==> src/rtl/dsq_pkg.sv <==
// Package dsq_pkg
// Purpose : shared mode codes and the word-length / access-count helpers of
//           the delay-buffer SRAM address sequencer.
// Assumes : word lengths are at most 24 bits, device widths are 4 or 8 bits.
package dsq_pkg;

    localparam logic [3:0] MODE_ABS = 4'd0;
    localparam logic [3:0] MODE_R1  = 4'd1;
    localparam logic [3:0] MODE_R2  = 4'd2;
    localparam logic [3:0] MODE_R3  = 4'd3;

    // Effective word length in bits from the length code and wide flag.
    function automatic logic [4:0] eff_len(input logic [1:0] wl, input logic wide);
        case (wl)
            2'd0:    return 5'd8;
            2'd1:    return wide ? 5'd24 : 5'd16;
            2'd2:    return 5'd20;
            default: return 5'd24;
        endcase
    endfunction

    // Accesses per word: length divided by device width, rounded up.
    function automatic logic [2:0] access_count(input logic [4:0] len, input logic d8);
        logic [4:0] t;
        t = d8 ? ((len + 5'd7) >> 3) : ((len + 5'd3) >> 2);
        return t[2:0];
    endfunction

    // Extension field width needed to number the accesses.
    function automatic logic [1:0] ext_width(input logic [2:0] cnt);
        case (cnt)
            3'd0, 3'd1: return 2'd0;
            3'd2:       return 2'd1;
            3'd3, 3'd4: return 2'd2;
            default:    return 2'd3;
        endcase
    endfunction

endpackage

==> src/rtl/dsq_plan.sv <==
// Module dsq_plan
// Purpose : works out, from the live transfer inputs, how many accesses a
//           word needs and which extension values it will walk through.
// Assumes : purely combinational; the caller captures the result at launch.
module dsq_plan
    import dsq_pkg::*;
(
    input  logic [3:0] mode,
    input  logic [1:0] word_len,
    input  logic       wide_addr,
    input  logic       dev8,
    output logic [1:0] ext_w,
    output logic [2:0] ext_first,
    output logic [2:0] ext_last,
    output logic       long_word
);

    logic [4:0] len;
    logic [2:0] cnt;
    logic [3:0] span;

    // Derive the access count and extension range for the requested word.
    always_comb begin
        len       = eff_len(word_len, wide_addr);
        long_word = (len >= 5'd20);
        if (mode == MODE_ABS) begin
            cnt = 3'd1;
        end else begin
            cnt = access_count(len, dev8);
        end
        ext_w     = ext_width(cnt);
        span      = 4'd1 << ext_w;
        ext_first = 3'(span - {1'b0, cnt});
        ext_last  = 3'(span - 4'd1);
    end

endmodule

==> src/rtl/dsq_timer.sv <==
// Module dsq_timer
// Purpose : paces the accesses of one word: holds each extension value for
//           wait+1 cycles, steps it upward, and pulses done after the last.
// Assumes : launch is only raised while the timer is inactive.
module dsq_timer #(
    parameter int EXTW  = 3,
    parameter int WAITW = 2
) (
    input  logic             clk,
    input  logic             rst_n,
    input  logic             launch,
    input  logic [EXTW-1:0]  ext_first,
    input  logic [EXTW-1:0]  ext_last,
    input  logic [WAITW-1:0] wait_cyc,
    output logic             active,
    output logic [EXTW-1:0]  ext,
    output logic             done
);

    logic [EXTW-1:0]  last_q;
    logic [WAITW-1:0] wait_q;
    logic [WAITW-1:0] wcnt;

    // Access sequencing: load on launch, count waits, step extension, finish.
    always_ff @(posedge clk) begin
        if (!rst_n) begin
            active <= 1'b0;
            ext    <= '0;
            last_q <= '0;
            wait_q <= '0;
            wcnt   <= '0;
            done   <= 1'b0;
        end else begin
            done <= 1'b0;
            if (!active) begin
                if (launch) begin
                    active <= 1'b1;
                    ext    <= ext_first;
                    last_q <= ext_last;
                    wait_q <= wait_cyc;
                    wcnt   <= wait_cyc;
                end
            end else if (wcnt != '0) begin
                wcnt <= wcnt - 1'b1;
            end else if (ext == last_q) begin
                active <= 1'b0;
                done   <= 1'b1;
            end else begin
                ext  <= ext + 1'b1;
                wcnt <= wait_q;
            end
        end
    end


    hold_during_wait_chk: assert property (@(posedge clk) disable iff (!rst_n)
        (active && wcnt != '0) |=> (active && $stable(ext)));


    done_single_chk: assert property (@(posedge clk) disable iff (!rst_n)
        done |=> !done);


    done_after_last_chk: assert property (@(posedge clk) disable iff (!rst_n)
        (active && wcnt == '0 && ext == last_q) |=> (done && !active));

endmodule

==> src/rtl/dsq_map.sv <==
// Module dsq_map
// Purpose : forms the physical address and the active-low chip selects from
//           the captured word address, mode and current extension value.
// Assumes : inputs are registered upstream; outputs idle (0 / all high)
//           whenever no access is in progress.
module dsq_map
    import dsq_pkg::*;
#(
    parameter int AW  = 24,
    parameter int NCS = 4,
    parameter int A1  = 18,
    parameter int A2  = 17,
    parameter int A3  = 15
) (
    input  logic           active,
    input  logic [3:0]     mode,
    input  logic [AW-1:0]  word_addr,
    input  logic [1:0]     ext_w,
    input  logic [2:0]     ext,
    output logic [AW-1:0]  phys_addr,
    output logic [NCS-1:0] cs_n
);

    localparam int LW  = AW + 3;
    localparam int CSW = (NCS > 1) ? $clog2(NCS) : 1;

    logic [LW-1:0]  lin;
    logic [LW-1:0]  hi;
    logic [LW-1:0]  lowmask;
    logic [LW-1:0]  amask;
    logic [LW-1:0]  sel_full;
    logic [LW-1:0]  rel;
    logic [CSW-1:0] sel;
    logic           rel_mode;
    int             csb;
    int             k;

    // Split the linear location into chip index and device address.
    always_comb begin
        rel_mode = (mode == MODE_R1) || (mode == MODE_R2) || (mode == MODE_R3);
        case (mode)
            MODE_R2: begin csb = 1; amask = (LW'(1) << A2) - LW'(1); end
            MODE_R3: begin csb = 2; amask = (LW'(1) << A3) - LW'(1); end
            default: begin csb = 0; amask = (LW'(1) << A1) - LW'(1); end
        endcase
        lin      = ({3'b000, word_addr} << ext_w) | {{(LW-3){1'b0}}, ext};
        k        = (int'(ext_w) > csb) ? (int'(ext_w) - csb) : 0;
        lowmask  = (LW'(1) << k) - LW'(1);
        sel_full = (lin >> k) & ((LW'(1) << csb) - LW'(1));
        sel      = sel_full[CSW-1:0];
        hi       = lin >> (k + csb);
        rel      = ((hi << k) | (lin & lowmask)) & amask;
    end

    // Drive the address: pass-through, relative, or idle zero.
    always_comb begin
        if (!active) begin
            phys_addr = '0;
        end else if (mode == MODE_ABS) begin
            phys_addr = word_addr;
        end else begin
            phys_addr = rel[AW-1:0];
        end
    end

    // One decoder per chip select.
    for (genvar g = 0; g < NCS; g++) begin : g_cs
        assign cs_n[g] = !(active && rel_mode && (sel == CSW'(g)));
    end

endmodule

==> src/rtl/delay_sram_seq.sv <==
// Module delay_sram_seq
// Purpose : top of the delay-buffer SRAM address sequencer. Captures the
//           transfer inputs at start, runs the access timer and maps each
//           access to a physical address and chip select.
// Assumes : synchronous active-low reset; start is level-sampled each clock.
module delay_sram_seq
    import dsq_pkg::*;
#(
    parameter int AW    = 24,
    parameter int NCS   = 4,
    parameter int WAITW = 2
) (
    input  logic             clk,
    input  logic             rst_n,
    input  logic             start,
    input  logic [3:0]       mode,
    input  logic [AW-1:0]    word_addr,
    input  logic [1:0]       word_len,
    input  logic             wide_addr,
    input  logic             dev8,
    input  logic [WAITW-1:0] wait_cyc,
    output logic [AW-1:0]    phys_addr,
    output logic [NCS-1:0]   cs_n,
    output logic             done
);

    localparam int EXTW = 3;

    logic            active;
    logic            mode_ok;
    logic            launch;
    logic [1:0]      plan_w;
    logic [EXTW-1:0] plan_first;
    logic [EXTW-1:0] plan_last;
    logic            plan_long;
    logic [EXTW-1:0] ext;
    logic [3:0]      mode_q;
    logic [AW-1:0]   addr_q;
    logic [1:0]      ext_w_q;
    logic            long_q;

    // Accept a start only when idle and the mode code is known.
    always_comb begin
        mode_ok = (mode <= MODE_R3);
        launch  = start && mode_ok && !active;
    end

    dsq_plan u_plan (
        .mode      (mode),
        .word_len  (word_len),
        .wide_addr (wide_addr),
        .dev8      (dev8),
        .ext_w     (plan_w),
        .ext_first (plan_first),
        .ext_last  (plan_last),
        .long_word (plan_long)
    );

    // Capture the per-word context at launch; hold it until the word ends.
    always_ff @(posedge clk) begin
        if (!rst_n) begin
            mode_q  <= '0;
            addr_q  <= '0;
            ext_w_q <= '0;
            long_q  <= 1'b0;
        end else if (launch) begin
            mode_q  <= mode;
            addr_q  <= word_addr;
            ext_w_q <= plan_w;
            long_q  <= plan_long;
        end
    end

    dsq_timer #(
        .EXTW  (EXTW),
        .WAITW (WAITW)
    ) u_timer (
        .clk       (clk),
        .rst_n     (rst_n),
        .launch    (launch),
        .ext_first (plan_first),
        .ext_last  (plan_last),
        .wait_cyc  (wait_cyc),
        .active    (active),
        .ext       (ext),
        .done      (done)
    );

    dsq_map #(
        .AW  (AW),
        .NCS (NCS)
    ) u_map (
        .active    (active),
        .mode      (mode_q),
        .word_addr (addr_q),
        .ext_w     (ext_w_q),
        .ext       (ext),
        .phys_addr (phys_addr),
        .cs_n      (cs_n)
    );


    bad_mode_ignored_chk: assert property (@(posedge clk) disable iff (!rst_n)
        (start && !mode_ok && !active) |=> (!active && &cs_n));


    single_dev_cs_chk: assert property (@(posedge clk) disable iff (!rst_n)
        (active && mode_q == MODE_R1) |-> (&cs_n[NCS-1:1]));


    cs0_skip_chk: assert property (@(posedge clk) disable iff (!rst_n)
        (active && mode_q == MODE_R3 && long_q) |-> cs_n[0]);


    abs_no_cs_chk: assert property (@(posedge clk) disable iff (!rst_n)
        (active && mode_q == MODE_ABS) |-> (&cs_n && phys_addr == addr_q));


    addr_steady_chk: assert property (@(posedge clk) disable iff (!rst_n)
        (active && $past(active) && $stable(ext)) |-> ($stable(phys_addr) && $stable(cs_n)));


    idle_quiet_chk: assert property (@(posedge clk) disable iff (!rst_n)
        !active |-> (&cs_n && phys_addr == '0));


    two_dev_cs_chk: assert property (@(posedge clk) disable iff (!rst_n)
        (active && mode_q == MODE_R2) |-> (&cs_n[NCS-1:2]) && $countones(~cs_n) == 1);

endmodule

==> config.mk <==
export PLATFORM = sky130hd
export DESIGN_NAME = delay_sram_seq
export DESIGN_NICKNAME = d
export VERILOG_FILES = /design/src/rtl/dsq_pkg.sv /design/src/rtl/dsq_plan.sv /design/src/rtl/dsq_timer.sv /design/src/rtl/dsq_map.sv /design/src/rtl/delay_sram_seq.sv
export SDC_FILE = /design/constraint.sdc
export NUM_CORES = 1
export LEC_CHECK = 0
export BUFFER_PORTS_ARGS = -buffer_cell sky130_fd_sc_hd__buf_2
export CAP_MARGIN = 10
export CORE_MARGIN = 2
export CORE_UTILIZATION = 33
export DETAILED_ROUTE_END_ITERATION = 8
export GPL_TIMING_DRIVEN = 0
export PLACE_DENSITY_LB_ADDON = 0.3
export SYNTH_ARGS = -nofsm -noshare
export SYNTH_HDL_FRONTEND = slang
export SYNTH_SLANG_ARGS = --single-unit
==> constraint.sdc <==
create_clock -name clk -period 4.9 [get_ports clk]
set_clock_uncertainty 0.1 [all_clocks]
set_input_delay 0.245 -clock clk [delete_from_list [all_inputs] [get_ports clk]]
set_output_delay 0.245 -clock clk [all_outputs]
set_load 0.1 [all_outputs]
# ---- After elaboration in Yosys (flattened, before gate mapping)
# Cells that the tools add are included.
dict set report classes {
  eq_ne 16
  bitwise 7
  n_shift 7
  n_mux 23
  addsub 10
  n_lt_le_gt_ge 2
  n_reduce_logical 27
}
# cell n
set ops {}
lappend ops {{2-to-1 mux 24 bit} 2}
lappend ops {{one-hot mux 18 bit (2 select lines)} 1}
lappend ops {{adder 32 x 3 -> 32 bit} 1}
lappend ops {{2-to-1 mux 32 bit} 1}
lappend ops {{<< shifter 1 x 32 -> 24 bit (first input constant)} 1}
lappend ops {{<< shifter 27 x 32 -> 24 bit} 1}
lappend ops {{>> shifter 27 x 32 -> 2 bit} 1}
lappend ops {{>> shifter 27 x 32 -> 27 bit} 1}
lappend ops {{OR 27 x 3 -> 27 bit} 1}
lappend ops {{<< shifter 24 x 2 -> 27 bit} 1}
lappend ops {{AND 24 x 18 -> 24 bit} 1}
lappend ops {{AND 24 bit} 1}
lappend ops {{OR 24 bit} 1}
lappend ops {{subtractor 24 x 2 -> 24 bit (second input constant)} 1}
lappend ops {{2-to-1 mux 3 bit} 6}
lappend ops {{one-hot mux 5 bit (3 select lines)} 1}
lappend ops {{== test 4 x 2 -> 1 bit (second input constant)} 2}
lappend ops {{logical NOT 4 bit} 2}
lappend ops {{2-to-1 mux 2 bit} 4}
lappend ops {{logical AND 1 bit} 7}
lappend ops {{== test 2 bit (second input constant)} 3}
lappend ops {{== test 3 x 2 -> 1 bit (second input constant)} 2}
lappend ops {{one-hot mux 2 bit (3 select lines)} 1}
lappend ops {{adder 5 x 2 -> 5 bit (second input constant)} 1}
lappend ops {{31 further kinds} 48}
dict set report totals {
  ff_bits 42
  out_inout_bits 29
  inputBits 37
  elab_cells 101
}

# ---- Longest topological paths before layout
# Gate-level depths: netlist (run 1).
dict set report depth {
  ltp_word 12
  depth_mapped 20
}

# ---- Cells and area by module
# A second synthesis (run 1) with hierarchy kept.
dict set report hier_totals {
  cells_unflattened 638
  area_unflattened_um2 4734.5
}
# mod instances seq_area_each_um2 area_each_um2 cells_each
set by_module_without_submodules {}
lappend by_module_without_submodules {dsq_map 1 0.0 2737.6 408}
lappend by_module_without_submodules {delay_sram_seq 1 600.6 1193.6 126}
lappend by_module_without_submodules {dsq_timer 1 240.2 588.1 71}
lappend by_module_without_submodules {dsq_plan 1 0.0 215.2 33}

# ---- Worst setup path after synthesis (run 1)
# Ideal clock, no wire load.
dict set report synth_timing {
  path_type {reg2out}
  start {register ext_w_q[0]}
  end {output phys_addr[15]}
  required_time_ps 4555
  setup_slack_ps -3082
  path_stages_with_launch 20
  t_arrival_ps 7637
  path_buffers 7
  path_cell_list {dfxtp_1 -> buf_2 -> inv_1 -> buf_2 -> ha_1 -> inv_1 -> fa_1 -> nor2b_1 -> clkbuf_1 -> buf_1 -> nand2_1 -> fa_1 -> clkbuf_1 -> clkbuf_1 -> clkbuf_1 -> mux4_2 -> a22oi_1 -> nor3_1 -> a21oi_1 -> o311ai_0}
}
dict set report synth_between {
  elab_chain_cells 9
  word_cells_on_any_way 15
  classes_between {add/sub (3); order compare (1); shift (4); mux (3); bitwise (4)}
}
# item line_no
set synth_lines {}
lappend synth_lines {{start, declared} delay_sram_seq.sv:39} ;# logic [1:0] ext_w_q;
lappend synth_lines {{start signal, assigned} delay_sram_seq.sv:69} ;# ext_w_q <= plan_w;
lappend synth_lines {{subtractor 2 x 2 -> 3 bit / > comparator 2 bit (equally long branches)} dsq_map.sv:47} ;# k = (int'(ext_w) > csb) ? (int'(ext_w) - csb) : 0;
lappend synth_lines {{2-to-1 mux 32 bit} dsq_map.sv:47}
lappend synth_lines {{adder 32 x 3 -> 32 bit / << shifter 1 x 32 -> 24 bit (equally long branches)} {dsq_map.sv:51, dsq_map.sv:48}}
lappend synth_lines {{>> shifter 27 x 32 -> 27 bit / subtractor 24 x 2 -> 24 bit (equally long branches)} {dsq_map.sv:51, dsq_map.sv:48}}
lappend synth_lines {{<< shifter 27 x 32 -> 24 bit / AND 24 bit (equally long branches)} dsq_map.sv:52} ;# rel = ((hi << k) | (lin & lowmask)) & amask;
lappend synth_lines {{OR 24 bit *} dsq_map.sv:52}
lappend synth_lines {{AND 24 x 18 -> 24 bit *} dsq_map.sv:52}
lappend synth_lines {{2-to-1 mux 24 bit *} dsq_map.sv:59} ;# end else if (mode == MODE_ABS) begin
lappend synth_lines {{2-to-1 mux 24 bit *} dsq_map.sv:57} ;# if (!active) begin
lappend synth_lines {{end, declared} delay_sram_seq.sv:22} ;# output logic [AW-1:0] phys_addr,
# Mark *: on every way between the ends. The rest lies on a longest branch, timed or not.

# ---- Worst setup path in the final report (run 1)
dict set report layout_timing {
  start {register mode_q[2]}
  end {output phys_addr[12]}
}
dict set report layout_between {
  elab_chain_cells 11
  word_cells_on_any_way 17
  classes_between {add/sub (3); order compare (1); eq/ne (2); shift (3); mux (4); bitwise (3); reduce/logical (1)}
}
# item line_no
set layout_lines {}
lappend layout_lines {{start, declared} delay_sram_seq.sv:37} ;# logic [3:0] mode_q;
lappend layout_lines {{start signal, assigned} delay_sram_seq.sv:67} ;# mode_q <= mode;
lappend layout_lines {{== test 4 x 2 -> 1 bit} dsq_map.sv:41} ;# case (mode)
lappend layout_lines {{one-hot mux 2 bit (2 select lines)} dsq_map.sv:41}
lappend layout_lines {{subtractor 2 x 2 -> 3 bit / > comparator 2 bit (equally long branches)} dsq_map.sv:47}
lappend layout_lines {{2-to-1 mux 32 bit} dsq_map.sv:47}
lappend layout_lines {{adder 32 x 3 -> 32 bit / << shifter 1 x 32 -> 24 bit (equally long branches)} {dsq_map.sv:51, dsq_map.sv:48}}
lappend layout_lines {{>> shifter 27 x 32 -> 27 bit / subtractor 24 x 2 -> 24 bit (equally long branches)} {dsq_map.sv:51, dsq_map.sv:48}}
lappend layout_lines {{<< shifter 27 x 32 -> 24 bit / AND 24 bit (equally long branches)} dsq_map.sv:52}
lappend layout_lines {{OR 24 bit} dsq_map.sv:52}
lappend layout_lines {{AND 24 x 18 -> 24 bit} dsq_map.sv:52}
lappend layout_lines {{2-to-1 mux 24 bit *} dsq_map.sv:59}
lappend layout_lines {{2-to-1 mux 24 bit *} dsq_map.sv:57}
# Marks and branches as above.

==> results of run 1 <==
[Yosys cell counts, drive strengths merged (3+ instances only)]
cell / instances / share of area [%]
fa: 3 / 1.2
o221ai: 3 / 0.55
and3: 16 / 2.1
a21oi: 18 / 1.9
inv: 8 / 0.62
a211oi: 4 / 0.62
mux2: 37 / 8.7
o311ai: 3 / 0.55
nor4: 3 / 0.39
mux2i: 36 / 7.8
nand2b: 8 / 1.0
buf: 11 / 1.4
and2: 11 / 1.4
a21boi: 33 / 5.2
nand3: 21 / 2.2
or3: 8 / 1.0
nand4: 3 / 0.39
nor3: 15 / 1.6
o21ai: 22 / 2.3
o211a: 4 / 0.83
a2111oi: 4 / 0.73
a31oi: 16 / 2.1
xnor2: 5 / 0.91
clkbuf: 34 / 2.7
nor2: 39 / 3.0
a22oi: 7 / 1.1
a32o: 3 / 0.62
nand2: 97 / 7.6
o211ai: 5 / 0.78
mux4: 22 / 10
ha: 8 / 2.1
nor2b: 4 / 0.52
a221oi: 7 / 1.3
dfxtp: 42 / 17
o22ai: 8 / 1.0
[per-stage QoR]
stage	hold WS [ns]	setup TNS [ns]	setup slack, ns	utilization, %
2_1_floorplan	0.282	-0.266	-0.245	-
3_3_place_gp	0.355	-5.26	-0.520	39.5
3_5_place_dp	0.372	-5.21	-0.471	39.6
4_1_cts	0.106	0	0.0105	42.0
5_1_grt	0.119	-0.00922	-0.00804	42.9
6_report	0.105	0	0.0819	42.9
[worst min-delay path by stage]
stage	start	to	slack, ns	cells past startpoint
after global routing	word_addr[22]	addr_q[22]	0.12	3
after detailed placement	u_timer.last_q[1]	u_timer.last_q[1]	0.37	2
after CTS	word_addr[20]	addr_q[20]	0.11	3
after floorplan	mode[0]	mode_q[0]	0.28	2
final	word_addr[22]	addr_q[22]	0.11	3
after global placement	u_timer.wait_q[1]	u_timer.wait_q[1]	0.35	2
[state kept, by name, indices dropped and copies added, names as in the netlist]
register        cells
addr_q             24
ext_w_q             2
mode_q              4
u_timer.active      1
u_timer.done        1
u_timer.ext         3
u_timer.last_q      3
u_timer.wait_q      2
u_timer.wcnt        2
[worst max-delay path, delay by kind of cell (launching register included)]
family,cells,cell delay [ns]
compound gates,2,0.35
flops,1,0.35
fa+ha+maj,3,1.07
mux,2,0.85
simple gates,4,0.74
buf+inv,6,0.81
[kinds of logic after synthesis]
logic type	Yosys count	synth area share [%]
AND/OR/NAND/NOR	235	23.2
multiplexers	95	26.8
adder cells (fa/ha/maj)	11	3.33
other	2	0.156
flip-flops	42	17.5
AO/OA/AOI/OAI	158	23.3
XOR/XNOR	5	0.911
buffers and inverters	54	4.76
[where the power goes]
part	switching, mW	internal [mW]	total, mW
Sequential	0.0183	0.355	0.374
Combinational	0.225	0.143	0.368
Clock	0.126	0.251	0.377
Total	0.369	0.749	1.12
[routing by layer]
metal	share of wire [%]	vias to the layer above	routed length, µm	GRT usage (%)
met5	0	-	0	0
met4	2.1	0	363	6.68
met3	7.7	32	1370	2.58
met2	46	257	8130	35.2
met1	44	2526	7800	30.4
li1	-	2425	-	-
[layout make-up]
cell class	instances	area (µm²)
multi-input combinational	509	4070
tap	184	230
sequential	42	847
inverter	9	46.3
buffer	44	284
fill	1420	8210
timing repair buffer	74	514
clock buffer	6	139
clock inverter	1	30.0
[what timing repair did]
item                                    CTS  global route
hold buffers                              0             0
pin swaps                                 6             9
setup buffers                             5             3
endpoints found under the setup margin   18            17
gates resized for setup                  46            35
==> metrics.md, run 1 <==
| Metric | Value |
|---|---|
| Final setup fails | 0 |
| Class of the worst hold path | input port to register |
| Synthesized instance count | 602 |
| DP HPWL | between 10000 and 15000 µm |
| Startpoint class of the critical path | register |
| Initial core utilization | between 30% and 40% |
| Clock latency on the worst-skew pair | 0.28 ns |
| Layout cells sized above 1 | 29.5% |
| Library cells used by synthesis | 68 |
| Worst setup endpoint | phys_addr[12] |
| Largest net degree at the start of global routing | 14 |
| Post-synth EDFFs | 0 |
| Reg2reg start | u_timer.active |
| Drt wl/cell | slightly above 20 µm |
| Leakage power total | around 2.3 nW |
| Worst reg2reg path depth | 8 |
| Slew @ Worst Pin | 1.13 ns |
| GRT Util Overall | 21.8% |
| Sequence of cells on the critical path | nor4b_4 > ha_2 > inv_2 > fa_2 > nor2b_4 > buf_8 > buf_12 > nand2_1 > fa_2 > buf_8 > buf_4 > mux4_2 > and2_1 > mux4_2 > a22oi_2 > a21oi_4 > buf_12 |
| First-pass GRT wire length | 27400 µm |
| Final Critical Period | 4.82 ns |
| CP max stage delay | 0.50 ns |
| Remaining antenna violation count | 0 |
| Hold Fails Final Rpt | 0 |
| Cell area after layout | just over 0.006 mm² |
| TritonCTS buffer count | 5 |
| Die ar. | 0.0155 mm² |
| Leading cell type in the layout, fill and taps excluded | nand2_1 |
| PwrDens | 182 mW/mm² |
| Diodes inserted | 0 |
| Global placement routability congestion | 0.994 |
| Worst rel slew slack | 24.5% |
| Crit Path Max Fanout | 10 |
| Max-slew violations | 0 |
| DRT Wirelength | about 18000 µm |
| Die Wd | 125 µm |
| IO Pins | 66 |
| Port bufs | 65 |
| Synth warn | 0 |
| FMAX | 0.208 GHz |
| Post-DR vias/cell | 6.03 |
| TritonCTS clock tree | done |
| Final cell count without fillers | 869 |
| Crit path DAT | 4.47 ns |
| Initial DRC Count | 575 |
| Most frequent cells in the layout | nand2_1 (97), buf_2 (52), dfxtp_1 (39), nor2_1 (36), mux2i_1 (35) |
| Number of global-route vias before repair | 4989 |
| Register area share after synthesis | 17.5% |
| Critical Path End Type | output pin |
| Clock tree buffer depth | 2 |
| Initial antenna violation count | 0 |
| Worst vdd ir | ~160 µV |
| RR Endpoint | u_timer.ext[2] |
| Clock tree root driver cell | clkbuf_16 |
| Worst setup path start | mode_q[2] |
| Outcome | completed |
| Seq cells post-synth | 42 |
| # rows | 44 |
| DRC viols | 0 |
| Via count | 5240 |
| Final nets | 733 |
| R2R Setup Slk | 2.94 ns |
| CTS H-tree lvls | 2 |
| Placed cell areas | 0.00570 mm² |
| Mean Syn Cell Area | approximately 8.0 µm² |
| Count of clock tree sinks | 42 |
| Worst-path clk slew | 0.06 ns |
| Core Region | between 0.01 and 0.015 mm² |
| CP required | 4.55 ns |
| Syn-to-layout area delta | 28.2% |
| Ys async rst share | 0% |
| Period utilization | about 100% |
| 1st-pass router iterations | 5 |
| Crit-path slowest cell | mux4_2 |
| Total power | 1.12 mW |
| Number of max-cap violations | 0 |
| Critical path type | register to output pin |
| Grt ovf | 0 |
| Placed Instances | 855 |
| Die Y | 125 µm |
| Cell Area, Synth | about 0.0048 mm² |
| Commonest register cell after synthesis | dfxtp_1 |
(Power assumes the default switching activity.)
==> run 2: changes to the inputs <==
--- a/config.mk
+++ b/config.mk
@@ -7,11 +7,14 @@
 export LEC_CHECK = 0
 export BUFFER_PORTS_ARGS = -buffer_cell sky130_fd_sc_hd__buf_2
 export CAP_MARGIN = 10
+export CELL_PAD_IN_SITES_DETAIL_PLACEMENT = 0
+export CELL_PAD_IN_SITES_GLOBAL_PLACEMENT = 1
 export CORE_MARGIN = 2
 export CORE_UTILIZATION = 33
 export DETAILED_ROUTE_END_ITERATION = 8
 export GPL_TIMING_DRIVEN = 0
 export PLACE_DENSITY_LB_ADDON = 0.3
+export SKIP_CTS_REPAIR_TIMING = 1
 export SYNTH_ARGS = -nofsm -noshare
 export SYNTH_HDL_FRONTEND = slang
 export SYNTH_SLANG_ARGS = --single-unit
==> constraint.sdc (replaced) <==
create_clock -name clk -period 5.4 [get_ports clk]
set_clock_uncertainty 0.1 [all_clocks]
set_input_delay 0.27 -clock clk [delete_from_list [all_inputs] [get_ports clk]]
set_output_delay 0.27 -clock clk [all_outputs]
set_load 0.1 [all_outputs]
==> run 2 against run 1 <==
  * Sequential share of layout area grew 0.75 points
  * Cell count shrank 0.46%
  * Count of clock-buffer cells in the layout grew 1
  * Via count shrank 0.21%
  * Critical path type unchanged
==> metrics.md, run 2 (synthesis results as in run 1) <==
| Metric | Value |
|---|---|
| Setup WS pre-CTS | -0.419 ns (was -0.471 ns) |
| Combinational share of power | 31.7% (was 32.9%) |
| Hold slack | 0.126 ns (was 0.105 ns) |
| Final cell count without fillers | 865 (was 869) |
| Startpoint class of the critical path | register (unchanged) |
| Global placement routability congestion | 1.02 (was 0.994) |
| Remaining antenna violation count | 0 (unchanged) |
| 1st-pass router iterations | 5 (unchanged) |
| PwrDens | 170 mW/mm² (was 182 mW/mm²) |
| Class of the worst hold path | input port to register (unchanged) |
| Biggest register | addr_q (unchanged) |
| Die Y | 125 µm (unchanged) |
| Number of max-cap violations | 0 (unchanged) |
| Clock latency on the worst-skew pair | 0.28 ns (about the same) |
| Leakage power total | 2.15 nW (was 2.26 nW) |
| TritonCTS buffer count | 5 (unchanged) |
| Power share of the clock group | 34.0% (was 33.7%) |
| Initial antenna violation count | 0 (unchanged) |
| Via count | 5229 (was 5240) |
| Leading cell type in the layout, fill and taps excluded | nand2_1 (unchanged) |
| DP HPWL | 13800 µm (about the same) |
| Post-DR vias/cell | 6.05 (was 6.03) |
| Period utilization | 98.2% |
| IO Pins | 66 (unchanged) |
| GRT Util Overall | 22.2% (was 21.8%) |
| Port bufs | 65 (unchanged) |
| Clock tree root driver cell | clkbuf_16 (unchanged) |
| Initial core utilization | 33.5% (unchanged) |
| Hold Fails Final Rpt | 0 (unchanged) |
| CP required | 5.03 ns (was 4.55 ns) |
| Sw frac | 33.3% (was 33.0%) |
| Placed Instances | 855 (unchanged) |
| Final nets | 728 (was 733) |
| Number of global-route vias before repair | 4969 (was 4989) |
| Drt wl/cell | 20.3 µm (about the same) |
| Slew @ Worst Pin | 0.980 ns (was 1.13 ns) |
| Internal Pwr Total | 0.660 mW (was 0.749 mW) |
| CTS H-tree lvls | 2 (unchanged) |
| Final Critical Period | between 5 and 6 ns |
| Critical Path End Type | output pin (unchanged) |
| Initial DRC Count | 504 (was 575) |
| First-pass GRT wire length | 27900 µm (was 27400 µm) |
| TritonCTS clock tree | done (unchanged) |
| Grt ovf | 0 (unchanged) |
| # rows | 44 (unchanged) |
| Syn-to-layout area delta | 20.9% (was 28.2%) |
| Fin worst setup slack | 0.0986 ns (was 0.0819 ns) |
| Count of clock tree sinks | 42 (unchanged) |
| Sw power | 0.329 mW (was 0.369 mW) |
| Final setup fails | 0 (unchanged) |
| Most frequent cells in the layout | nand2_1 (97), buf_2 (58), dfxtp_1 (41), nor2_1 (38), mux2i_1 (35) (was nand2_1 (97), buf_2 (52), dfxtp_1 (39), nor2_1 (36), mux2i_1 (35)) |
| Worst rel slew slack | 33.0% (was 24.5%) |
| Area occupied by multi-input gates | 0.00392 mm² (was 0.00407 mm²) |
| DRC viols | 0 (unchanged) |
| Critical path type | register to output pin (unchanged) |
| Leading registers by flop count | addr_q (24), mode_q (4) (unchanged) |
| Core Region | 0.0144 mm² (unchanged) |
| Outcome | completed (unchanged) |
| Die Wd | 125 µm (unchanged) |
| Total power | 0.989 mW (was 1.12 mW) |
| Clock tree buffer depth | 2 (unchanged) |
| Filler instances | 1458 (was 1420) |
| Crit path DAT | 4.93 ns (was 4.47 ns) |
| Diodes inserted | 0 (unchanged) |
| Finished Core Util | 40.4% (was 42.9%) |
| Die ar. | 0.0155 mm² (unchanged) |
| Flip-flop and latch area | 842 µm² (was 847 µm²) |
| Worst-path clk slew | 0.06 ns (about the same) |
| Largest register FFs | 24 (unchanged) |
| Largest net degree at the start of global routing | 13 (was 14) |
| Max-slew violations | 0 (unchanged) |
| Layout cells sized above 1 | 26.1% (was 29.5%) |
| Sequential share of power | 34.3% (was 33.4%) |
| Crit Path Max Fanout | 10 (unchanged) |
| Worst vdd ir | 153 µV (was 163 µV) |
| FMAX | ~0.19 GHz |
| DRT Wirelength | 17600 µm (was 17700 µm) |
## run 2: changes by cell type in the layout (fill, tap and decap cells not counted), sizes merged
cell | previous run | this run
buf | 87 | 77
clkbuf | 37 | 43
clkinv | 1 | 0
clkinvlp | 0 | 2
inv | 8 | 7
## run 2: per-stage QoR
step / TNS, ns / instance area [µm²]
2_1_floorplan: 0 / 4960
3_3_place_gp: -5.01 / 5520
3_5_place_dp: -4.46 / 5530
4_1_cts: -10.36 / 5690
5_1_grt: -0.00525 / 5810
6_report: 0 / 5810
## run 2: cell type report
class	instances	share of cell area [%]
clock buffer	7	2.28
multi-input combinational	509	67.4
inverter	9	0.710
buffer	43	3.79
sequential	42	14.5
timing repair buffer	70	6.89
clock inverter	1	0.517
tap	184	3.96
## run 2: layer usage
metal  global-route usage (%)  part of all wire, %
met1                     32.2                   45
met2                     34.3                   45
met3                     2.75                  7.5
met4                     7.20                  2.4
met5                        0                    0
## run 2: path summary, 6_finish.rpt
| check | startpoint | endpoint | slack, ns | depth (start not counted) |
|---|---|---|---|---|
| setup / recovery | ext_w_q[0] | phys_addr[15] | 0.1 | 18 |
| setup reg to reg | u_timer.active | u_timer.ext[2] | 3.45 | 8 |
| hold reg to reg | u_timer.wait_q[0] | u_timer.wait_q[0] | 0.37 | 2 |
| hold / removal | word_addr[8] | addr_q[8] | 0.13 | 3 |
## run 2: power by group through the flow
stage	registers [mW]	logic, mW	clock network (mW)
2_1_floorplan	0.341	0.214	0
3_3_place_gp	0.345	0.292	0
3_5_place_dp	0.345	0.294	0
4_1_cts	0.339	0.295	0.342
5_1_grt	0.341	0.339	0.356
6_report	0.339	0.313	0.337
## run 2: worst max-delay path: stages (launching register included)
cell and delay [ns]:
dfxtp_1 0.29, buf_2 0.15, inv_2 0.12, buf_6 0.18
ha_1 0.16, inv_1 0.05, fa_2 0.59, and2_1 0.22
clkinvlp_4 0.13, fa_1 0.56, buf_4 0.21, buf_4 0.20
buf_4 0.21, mux4_2 0.34, a22oi_1 0.24, nor3_1 0.10
a21oi_1 0.44, o311ai_4 0.14, clkbuf_4 0.31
==> run 3: changes to the inputs <==
--- a/config.mk
+++ b/config.mk
@@ -17,4 +17,5 @@
 export SKIP_CTS_REPAIR_TIMING = 1
 export SYNTH_ARGS = -nofsm -noshare
 export SYNTH_HDL_FRONTEND = slang
+export SYNTH_HIERARCHICAL = 1
 export SYNTH_SLANG_ARGS = --single-unit
==> run 3 against run 2 <==
  * Cell count up 4.7%
  * Largest power group unchanged
  * Core utilization is 3.5 points higher
  * Sequential share of layout area shrank 0.60 points
  * Largest cell class unchanged
  * Cell area rose by 5.3%
  * Highest routed layer unchanged
  * Routed wire length fell by 1.7%
  * Clock power is essentially flat
  * Sequential power about the same
==> metrics.md, run 3 <==
| Metric | Value |
|---|---|
| Outcome | completed (unchanged) |
| Mean Syn Cell Area | 7.43 µm² (was 7.99 µm²) |
| DR WL met3 | 735 µm (was 1320 µm) |
| Synthesized instance count | 637 (was 602) |
| Final nets | 772 (was 728) |
| Leading registers by flop count | addr_q (24), mode_q (4) (unchanged) |
| Slew @ Worst Pin | 0.876 ns (was 0.980 ns) |
| Worst-path clk slew | 0.06 ns (about the same) |
| Crit path DAT | 4.93 ns (about the same) |
| Class of the worst hold path | input port to register (unchanged) |
| Number of global-route vias before repair | 5029 (was 4969) |
| Die ar. | 0.0153 mm² (was 0.0155 mm²) |
| Final setup fails | 0 (unchanged) |
| Drt wl/cell | 19.1 µm (was 20.3 µm) |
| Worst vdd ir | 219 µV (was 153 µV) |
| TritonCTS buffer count | 5 (unchanged) |
| Diodes inserted | 0 (unchanged) |
| Hold slack | 0.128 ns (was 0.126 ns) |
| Final Critical Period | 5.30 ns (about the same) |
| IO Pins | 66 (unchanged) |
| Worst rel slew slack | 41.1% (was 33.0%) |
| DP HPWL | 13600 µm (was 13800 µm) |
| RSZ-0062 raised after global routing | yes |
| Period utilization | 98.1% (was 98.2%) |
| Most frequent cells in the layout | nand2_1 (108), mux2i_1 (66), buf_2 (57), nor2_1 (51), dfxtp_1 (39) (was nand2_1 (97), buf_2 (58), dfxtp_1 (41), nor2_1 (38), mux2i_1 (35)) |
| Worst reg2reg path depth | 6 (was 8) |
| First-pass GRT wire length | 26900 µm (was 27900 µm) |
| Largest net degree at the start of global routing | 14 (was 13) |
| Hold Fails Final Rpt | 0 (unchanged) |
| Leakage power total | 2.39 nW (was 2.15 nW) |
| Max-slew violations | 0 (unchanged) |
| 1st-pass router iterations | 5 (unchanged) |
| WL met1 | 7940 µm (about the same) |
| Count of clock tree sinks | 42 (unchanged) |
| Clock tree root driver cell | clkbuf_16 (unchanged) |
| DRT Wirelength | 17300 µm (was 17600 µm) |
| Initial core utilization | 33.9% (was 33.5%) |
| Clock tree buffer depth | 2 (unchanged) |
| Clock latency on the worst-skew pair | 0.28 ns (about the same) |
| CTS H-tree lvls | 2 (unchanged) |
| Grt ovf | 0 (unchanged) |
| PwrDens | 164 mW/mm² (was 170 mW/mm²) |
| Synth warn | 6 (was 0) |
| Total power | 1.00 mW (was 0.989 mW) |
| Remaining antenna violation count | 0 (unchanged) |
| Core Region | 0.0139 mm² (was 0.0144 mm²) |
| Critical Path End Type | output pin (unchanged) |
| # rows | 43 (was 44) |
| Cell Area, Synth | 0.00473 mm² (was 0.00481 mm²) |
| Syn-to-layout area delta | 29.3% (was 20.9%) |
| Initial antenna violation count | 0 (unchanged) |
| GRT Util Overall | 22.5% (was 22.2%) |
| Hold Path Depth | 3 (unchanged) |
| Crit Path Max Fanout | 10 (unchanged) |
| Biggest register | addr_q (unchanged) |
| Number of max-cap violations | 0 (unchanged) |
| Highest metal used | met4 (unchanged) |
| Startpoint class of the critical path | register (unchanged) |
| Critical path type | register to output pin (unchanged) |
| Die Wd | 124 µm (was 125 µm) |
| Filler instances | 1409 (was 1458) |
| Via count | 5206 (was 5229) |
| Die Y | 124 µm (was 125 µm) |
| Met2 Wirelength | 8130 µm (was 7880 µm) |
| DRC viols | 0 (unchanged) |
| Layout cells sized above 1 | 29.1% (was 26.1%) |
| Post-DR vias/cell | 5.75 (was 6.05) |
| Initial DRC Count | 385 (was 504) |
| FMAX | 0.189 GHz (about the same) |
| Largest register FFs | 24 (unchanged) |
| Global placement routability congestion | 0.954 (was 1.02) |
| CP required | 5.03 ns (about the same) |
| TritonCTS clock tree | done (unchanged) |
| Port bufs | 62 (was 65) |
| Leading cell type in the layout, fill and taps excluded | nand2_1 (unchanged) |
run 3: final cells by class:
| type | count | area [µm²] | area share, % |
|---|---|---|---|
| multi-input combinational | 537 | 3960 | 64.7 |
| sequential | 42 | 850 | 13.9 |
| timing repair buffer | 82 | 584 | 9.55 |
| buffer | 43 | 268 | 4.38 |
| tap | 180 | 225 | 3.68 |
| clock buffer | 5 | 125 | 2.04 |
| inverter | 14 | 67.6 | 1.10 |
| clock inverter | 3 | 40.0 | 0.654 |
run 3: power by group:
| group | switching (mW) | total [mW] | internal, mW | leakage [nW] |
|---|---|---|---|---|
| combinational | 0.207 | 0.331 | 0.124 | 1.97 |
| sequential | 0.0158 | 0.337 | 0.321 | 0.343 |
| clock | 0.118 | 0.334 | 0.216 | 0.0836 |
run 3: per-stage QoR:
stage | setup TNS (ns) | utilization [%] | std cells | setup WS [ns] | cell area, µm²
finish | 0 | 43.9 | 906 | 0.102 | 6120
global placement | -13.39 | 39.5 | 882 | -0.995 | 5500
floorplan | 0 | - | 640 | 0.00195 | 4960
CTS | -18.88 | 40.7 | 890 | -1.28 | 5670
detailed placement | -13.21 | 39.5 | 882 | -0.969 | 5500
global route | -0.369 | 43.9 | 906 | -0.0664 | 6120
run 3: worst paths after layout:
path                           from           endpoint  slack, ns
hold / removal        word_addr[18]         addr_q[18]       0.13
setup reg to reg     u_timer/active     u_timer/ext[0]       3.21
setup / recovery          mode_q[2]       phys_addr[2]       0.10
hold reg to reg   u_timer/wait_q[1]  u_timer/wait_q[1]       0.36
run 3: worst max-delay path, cell delays in order (launching register included):
cell      delay (ns)
dfxtp_2         0.33
or4b_4          0.58
clkinv_4        0.09
buf_12          0.11
ha_1            0.13
inv_1           0.06
fa_2            0.60
and2_4          0.15
buf_6           0.17
inv_4           0.06
buf_8           0.12
fa_1            0.50
buf_8           0.15
mux4_2          0.32
nor3_1          0.27
a21o_1          0.13
nand3_1         0.13
a21oi_1         0.23
o211a_1         0.18
clkbuf_4        0.32
run 3: metal layers:
layer / global-route usage [%] / vias to the layer above
met5: 0 / -
met4: 8.31 / 0
met3: 2.70 / 32
met2: 37.2 / 152
met1: 30.1 / 2495
li1: - / 2527
